`src/rtl/meas_pair_pkg.sv`:
```
package meas_pair_pkg;
  localparam int unsigned SMP_W  = 11;
  localparam int unsigned REG_W  = 16;
  localparam int unsigned ADDR_W = 8;
  localparam int unsigned BYTE_W = 8;
  localparam int unsigned NUM_CH = 2;
  localparam int unsigned CH_VOLT = 0;
  localparam int unsigned CH_TEMP = 1;

  typedef logic [REG_W-1:0]  pair_t;
  typedef logic [ADDR_W-1:0] addr_t;
  typedef logic [BYTE_W-1:0] byte_t;
endpackage

```
`src/rtl/meas_period_timer.sv`:
```
module meas_period_timer #(
  parameter int unsigned PERIOD = 1000
) (
  input  logic clk_i,
  input  logic rst_ni,
  output logic tick_o
);
  localparam int unsigned CNT_W = (PERIOD > 1) ? $clog2(PERIOD) : 1;
  localparam logic [CNT_W-1:0] LAST = CNT_W'(PERIOD - 1);

  logic [CNT_W-1:0] cnt_q;

  assign tick_o = (cnt_q == LAST);

  always_ff @(posedge clk_i or negedge rst_ni) begin
    if (!rst_ni)     cnt_q <= '0;
    else if (tick_o) cnt_q <= '0;
    else             cnt_q <= cnt_q + 1'b1;
  end


  tick_wrap_chk: assert property (@(posedge clk_i) disable iff (!rst_ni)
    tick_o |=> (cnt_q == '0));

  tick_gap_chk: assert property (@(posedge clk_i) disable iff (!rst_ni)
    (tick_o && (PERIOD > 1)) |=> !tick_o);
endmodule

```
`src/rtl/meas_pair_chan.sv`:
```
module meas_pair_chan
  import meas_pair_pkg::*;
#(
  parameter bit PERIODIC = 1'b0
) (
  input  logic             clk_i,
  input  logic             rst_ni,
  input  logic             smp_vld_i,
  input  logic [SMP_W-1:0] smp_i,
  input  logic             tick_i,
  input  logic             msb_rd_i,
  input  logic             release_i,
  output pair_t            view_o
);
  localparam int unsigned PAD_W = REG_W - SMP_W;

  pair_t            live_q, snap_q;
  logic             lat_q;
  logic             load;
  logic [SMP_W-1:0] load_val;

  generate
    if (PERIODIC) begin : g_staged
      logic [SMP_W-1:0] stage_q;
      logic             stage_vld_q;

      assign load     = tick_i && (smp_vld_i || stage_vld_q);
      assign load_val = smp_vld_i ? smp_i : stage_q;

      always_ff @(posedge clk_i or negedge rst_ni) begin
        if (!rst_ni) begin
          stage_q     <= '0;
          stage_vld_q <= 1'b0;
        end else begin
          if (smp_vld_i) stage_q <= smp_i;
          if (load)           stage_vld_q <= 1'b0;
          else if (smp_vld_i) stage_vld_q <= 1'b1;
        end
      end


      off_tick_hold_chk: assert property (@(posedge clk_i) disable iff (!rst_ni)
        !tick_i |=> $stable(live_q));
    end else begin : g_direct
      assign load     = smp_vld_i;
      assign load_val = smp_i;


      direct_load_chk: assert property (@(posedge clk_i) disable iff (!rst_ni)
        smp_vld_i |=> (live_q[REG_W-1:PAD_W] == $past(smp_i)));
    end
  endgenerate

  always_ff @(posedge clk_i or negedge rst_ni) begin
    if (!rst_ni)   live_q <= '0;
    else if (load) live_q <= {load_val, {PAD_W{1'b0}}};
  end

  always_ff @(posedge clk_i or negedge rst_ni) begin
    if (!rst_ni) begin
      lat_q  <= 1'b0;
      snap_q <= '0;
    end else if (release_i) begin
      lat_q  <= 1'b0;
    end else if (msb_rd_i && !lat_q) begin
      lat_q  <= 1'b1;
      snap_q <= live_q;
    end
  end

  assign view_o = lat_q ? snap_q : live_q;


  snap_take_chk: assert property (@(posedge clk_i) disable iff (!rst_ni)
    (msb_rd_i && !lat_q && !release_i) |=> (lat_q && snap_q == $past(live_q)));

  snap_hold_chk: assert property (@(posedge clk_i) disable iff (!rst_ni)
    (lat_q && !release_i) |=> (lat_q && $stable(snap_q)));

  release_chk: assert property (@(posedge clk_i) disable iff (!rst_ni)
    release_i |=> !lat_q);

  pad_zero_chk: assert property (@(posedge clk_i) disable iff (!rst_ni)
    view_o[PAD_W-1:0] == '0);
endmodule

```
`src/rtl/meas_rd_decode.sv`:
```
module meas_rd_decode
  import meas_pair_pkg::*;
#(
  parameter logic [NUM_CH-1:0][ADDR_W-1:0] MSB_ADDRS = '0
) (
  input  logic              clk_i,
  input  logic              rst_ni,
  input  logic              rd_en_i,
  input  addr_t             rd_addr_i,
  input  pair_t             view_i [NUM_CH],
  output logic [NUM_CH-1:0] msb_rd_o,
  output byte_t             rd_data_o
);
  logic [NUM_CH-1:0] hi_hit, lo_hit;
  byte_t             ch_byte [NUM_CH];

  for (genvar c = 0; c < NUM_CH; c++) begin : g_ch
    assign hi_hit[c]  = rd_en_i && (rd_addr_i == MSB_ADDRS[c]);
    assign lo_hit[c]  = rd_en_i && (rd_addr_i == MSB_ADDRS[c] + 8'd1);
    assign ch_byte[c] = hi_hit[c] ? view_i[c][REG_W-1:BYTE_W]
                      : lo_hit[c] ? view_i[c][BYTE_W-1:0] : '0;
  end

  assign msb_rd_o = hi_hit;

  always_comb begin
    rd_data_o = '0;
    for (int c = 0; c < NUM_CH; c++) rd_data_o = rd_data_o | ch_byte[c];
  end


  one_msb_chk: assert property (@(posedge clk_i) disable iff (!rst_ni)
    $onehot0({hi_hit, lo_hit}));

  miss_zero_chk: assert property (@(posedge clk_i) disable iff (!rst_ni)
    (hi_hit == '0 && lo_hit == '0) |-> (rd_data_o == '0));
endmodule

```
`src/rtl/meas_pair_bank.sv`:
```
module meas_pair_bank
  import meas_pair_pkg::*;
#(
  parameter int unsigned TEMP_PERIOD   = 1000,
  parameter logic [7:0]  VOLT_MSB_ADDR = 8'h0C,
  parameter logic [7:0]  TEMP_MSB_ADDR = 8'h18
) (
  input  logic        clk_i,
  input  logic        rst_ni,
  input  logic        cmd_start_i,
  input  logic        cmd_end_i,
  input  logic        rd_en_i,
  input  logic [7:0]  rd_addr_i,
  output logic [7:0]  rd_data_o,
  input  logic        volt_vld_i,
  input  logic [10:0] volt_smp_i,
  input  logic        temp_vld_i,
  input  logic [10:0] temp_smp_i
);
  localparam logic [NUM_CH-1:0][ADDR_W-1:0] MSB_ADDRS = {TEMP_MSB_ADDR, VOLT_MSB_ADDR};

  logic              tick;
  logic              release_all;
  logic [NUM_CH-1:0] msb_rd;
  logic [NUM_CH-1:0] smp_vld;
  logic [SMP_W-1:0]  smp [NUM_CH];
  pair_t             view [NUM_CH];

  assign release_all = cmd_start_i || cmd_end_i;
  assign smp_vld     = {temp_vld_i, volt_vld_i};
  assign smp[CH_VOLT] = volt_smp_i;
  assign smp[CH_TEMP] = temp_smp_i;

  meas_period_timer #(.PERIOD(TEMP_PERIOD)) u_timer (
    .clk_i  (clk_i),
    .rst_ni (rst_ni),
    .tick_o (tick)
  );

  for (genvar c = 0; c < NUM_CH; c++) begin : g_chan
    meas_pair_chan #(.PERIODIC(c == CH_TEMP)) u_chan (
      .clk_i     (clk_i),
      .rst_ni    (rst_ni),
      .smp_vld_i (smp_vld[c]),
      .smp_i     (smp[c]),
      .tick_i    (tick),
      .msb_rd_i  (msb_rd[c]),
      .release_i (release_all),
      .view_o    (view[c])
    );
  end

  meas_rd_decode #(.MSB_ADDRS(MSB_ADDRS)) u_dec (
    .clk_i     (clk_i),
    .rst_ni    (rst_ni),
    .rd_en_i   (rd_en_i),
    .rd_addr_i (rd_addr_i),
    .view_i    (view),
    .msb_rd_o  (msb_rd),
    .rd_data_o (rd_data_o)
  );
endmodule

```
`config.mk`:
```
export PLATFORM = sky130hd
export DESIGN_NAME = meas_pair_bank
export DESIGN_NICKNAME = d
export VERILOG_FILES = /design/src/rtl/meas_pair_pkg.sv /design/src/rtl/meas_period_timer.sv /design/src/rtl/meas_pair_chan.sv /design/src/rtl/meas_rd_decode.sv /design/src/rtl/meas_pair_bank.sv
export SDC_FILE = /design/constraint.sdc
export NUM_CORES = 1
export LEC_CHECK = 0
export BUFFER_PORTS_ARGS = -buffer_cell sky130_fd_sc_hd__buf_2
export CORE_UTILIZATION = 35
export CTS_BUF_LIST = sky130_fd_sc_hd__clkbuf_16
export CTS_CLUSTER_DIAMETER = 100
export DETAILED_ROUTE_END_ITERATION = 8
export SETUP_SLACK_MARGIN = 0.5
export SYNTH_ARGS = -nofsm -noshare
export SYNTH_HDL_FRONTEND = slang
export SYNTH_HIERARCHICAL = 1
export SYNTH_SLANG_ARGS = --single-unit
```
`constraint.sdc`:
```
create_clock -name clk_i -period 3.5 [get_ports clk_i]
set_input_delay 0.35 -clock clk_i [delete_from_list [all_inputs] [get_ports clk_i]]
set_output_delay 0.35 -clock clk_i [all_outputs]
set_load 0.03 [all_outputs]
```
==> flow_summary_export.csv <==
group,metric,value,unit
power,peakVddDrop,0.000217,V
clock_tree,post_cts_buffers,0,
sta,rsz0062_at_grt,"no",
sta,slew_viol_final,0,
clock_tree,cts_resized,0,
routing,num_vias,2231,
sta,worst_pin_slew,850,ps
hold_path,hp-class,"primary input to asynchronous set/reset pin",
power,leakage,0.00179,uW
power,internal_power,1420,uW
power,switchingPower,403,uW
logic_synthesis,yosys-top-cells-count,"68 x dfrtp_1, 66 x mux2_2, 19 x nor2_1, 16 x nor3_1, 15 x a22oi_1",
finish,drive_above_1_share,42.1,%
floorplanning,io_pins,45,
floorplanning,initial_core_util,36.6,%
placed_design,placed_cells,441,
sta,hold_ws,113,ps
power,pwr-share-seq,45.6,%
sta,setup_tns,0,ps
logic_synthesis,synth_area,3410,um^2
clock_tree,htree_levels,3,
setup_path,critPathMaxStageDelay,650,ps
floorplanning,die_h,101,um
global_routing,grt-ovfl-total,0,
global_routing,grt_pass1_wl,10900,um
placed_design,gp_congestion,0.715,
logic_synthesis,yosysSeqAreaShare,49.9,%
power,power.density,458,nW/um^2
logic_synthesis,ys_top_cells_by_area,"dfrtp_1 50%, mux2_2 22%, a22oi_1 3.3%",
clock_tree,cts_tree,"built",
finish,utilization,42.7,%
routing,final_antenna_net_count,0,
global_routing,grtUsageTotal,14.2,%
sta,min_period,2430,ps
logic_synthesis,yosysWarnings,6,
global_routing,grt_start_max_net_pins,37,
finish,nets,361,
logic_synthesis,yosys_most_used_dff,"dfrtp_1",
logic_synthesis,synth_edf_count,0,
power,p_clk_share,48.0,%
sta,clock_skew,3.52,ps
clock_tree,numCtsBuffers,9,
clock_tree,clk_pin_slew,60,ps
clock_tree,holdBufCountCts,0,
routing,first_pass_iters,4,
routing,vias_per_cell,4.88,
setup_path,reg2reg_depth,7,
sta,finalCritPeriodShare,69.3,%
job,maxCapViolCount,0,
logic_synthesis,synth_cells,281,
sta,fmax,0.412,GHz
global_routing,antenna_found_initial,0,
routing,routed_wl,6440,um
setup_path,crit_required,3690,ps
logic_synthesis,yosysMostFrequentCell,"dfrtp_1",
finish,diodes,0,
floorplanning,row_count,35,
setup_path,endpoint_kind,"flip-flop",
routing,wl_per_cell,14.1,um
logic_synthesis,synth.avg_cell_area,12.1,um^2
sta,max_slew_margin,43.1,%
clock_tree,cts_root_buffer,"clkbuf_16",
sta,setup_viol,0,
logic_synthesis,synth_seq_cells,68,
global_routing,grt_pass1_vias,2198,
setup_path,start_kind,"flip-flop",
setup_path,cp_max_fo,21,
setup_path,cp.arrival,2620,ps
clock_tree,clockBufferDepth,2,
finish,finalNonFillerCells,457,
clock_tree,clk_latency,320,ps
power,switching_share,22.1,%
routing,drc,0,
floorplanning,die_w,101,um
logic_synthesis,yosysUniqueCellTypes,38,
power,power_frac_comb,6.4,%
logic_synthesis,synth_top_cell_by_area,"dfrtp_1",
floorplanning,die-area,10100,um^2
logic_synthesis,async_flop_share,100,%
finish,nFillCells,909,
outcome,outcome,"complete, no violations",
setup_path,critPathSlowestCell,"and3_1",
sta,final_hold_viol_count,0,
routing,drtIter0Drc,62,
finish,area_growth,16.7,%
clock_tree,cts.sinks,68,
logic_synthesis,synth_top_area_share,49.9,%
setup_path,path_class,"flip-flop to flip-flop",
setup_path,path_cells,"ha_1 > nand3_1 > nor3_2 > and3_1 > nand2_1 > o22ai_1 > a21oi_1",
placed_design,port-buffer-count,44,
floorplanning,core,9330,um^2
placed_design,dp_hpwl,4580,um
cell usage in the layout (no fill, tap or decap), drive strengths merged, types with 5 or more instances in the layout:
cell and instances:
dfrtp 68, mux2 66, buf 48, nor2 19, nor3 17, a22oi 15, o22ai 11, conb 10
nor3b 10, clkbuf 9, nand3 7, a21oi 5, nor2b 5, and3 5
metrics by stage:
| step | power [uW] | cell area (um^2) | setup slack [ps] |
|---|---|---|---|
| 6_report | 1820 | 3980 | 1070 |
| 5_1_grt | 1900 | 3980 | 784 |
| 4_1_cts | 1850 | 3980 | 1090 |
| 3_5_place_dp | 964 | 3690 | 967 |
| 3_3_place_gp | 960 | 3690 | 1000 |
| 2_1_floorplan | 914 | 3440 | 1480 |
kinds of logic after synthesis:
family,count (synthesis),share of synthesized area (%)
simple gates,73,13.4
flops,68,49.9
mux,66,21.8
compound gates,39,8.00
buf+inv,27,5.06
xor+xnor,5,1.28
other cells,2,0.220
fa+ha+maj,1,0.367
layout make-up:
type | instances | area (um^2) | area share (%)
Timing Repair Buffer | 48 | 250 | 6.29
Multi-Input combinational cell | 194 | 1570 | 39.4
Clock inverter | 7 | 66.3 | 1.67
Sequential cell | 68 | 1700 | 42.8
Tap cell | 129 | 161 | 4.06
Clock buffer | 9 | 225 | 5.66
Inverter | 2 | 7.51 | 0.189
per-layer routing:
layer / global-route usage, % / routed length [um] / vias to the layer above
met3: 4.09 / 250 / 7
met5: 0 / 0 / -
met4: 6.47 / 103 / 0
li1: - / - / 1093
met2: 20.7 / 2820 / 52
met1: 19.4 / 3270 / 1079
critical path, delay by kind of cell, from the launching register on:
| kind | cells | cell delay [ps] |
|---|---|---|
| AOI/OAI and AO/OA | 2 | 300 |
| DFF | 1 | 400 |
| adders and majority gates | 1 | 260 |
| and+or+nand+nor | 4 | 1330 |
power groups by stage:
stage / registers (uW) / clock network, uW / logic, uW
2_1_floorplan: 839 / 0 / 75.5
3_3_place_gp: 844 / 0 / 116
3_5_place_dp: 845 / 0 / 118
4_1_cts: 831 / 902 / 119
5_1_grt: 835 / 937 / 132
6_report: 832 / 875 / 117
final timing paths:
kind,slack (ps),start,endpoint
setup / recovery,1070,u_timer/cnt_q[0],g_chan[1].u_chan/live_q[13]
hold / removal,110,rst_ni,g_chan[0].u_chan/live_q[8]
setup reg to reg,1070,u_timer/cnt_q[0],g_chan[1].u_chan/live_q[13]
hold reg to reg,500,g_chan[1].u_chan/snap_q[12],g_chan[1].u_chan/snap_q[12]
max in group asynchronous,2610,rst_ni,g_chan[1].u_chan/snap_q[14]
min in group clk_i,250,volt_smp_i[3],g_chan[0].u_chan/live_q[8]
flip-flops by register name, indices dropped and copies added (netlist names):
name and flops:
g_chan.u_chan/g_staged.stage_q 11, g_chan.u_chan/g_staged.stage_vld_q 1, g_chan.u_chan/lat_q 2, g_chan.u_chan/live_q 22
g_chan.u_chan/snap_q 22, u_timer/cnt_q 10
Power figures use the tool's default switching activity.
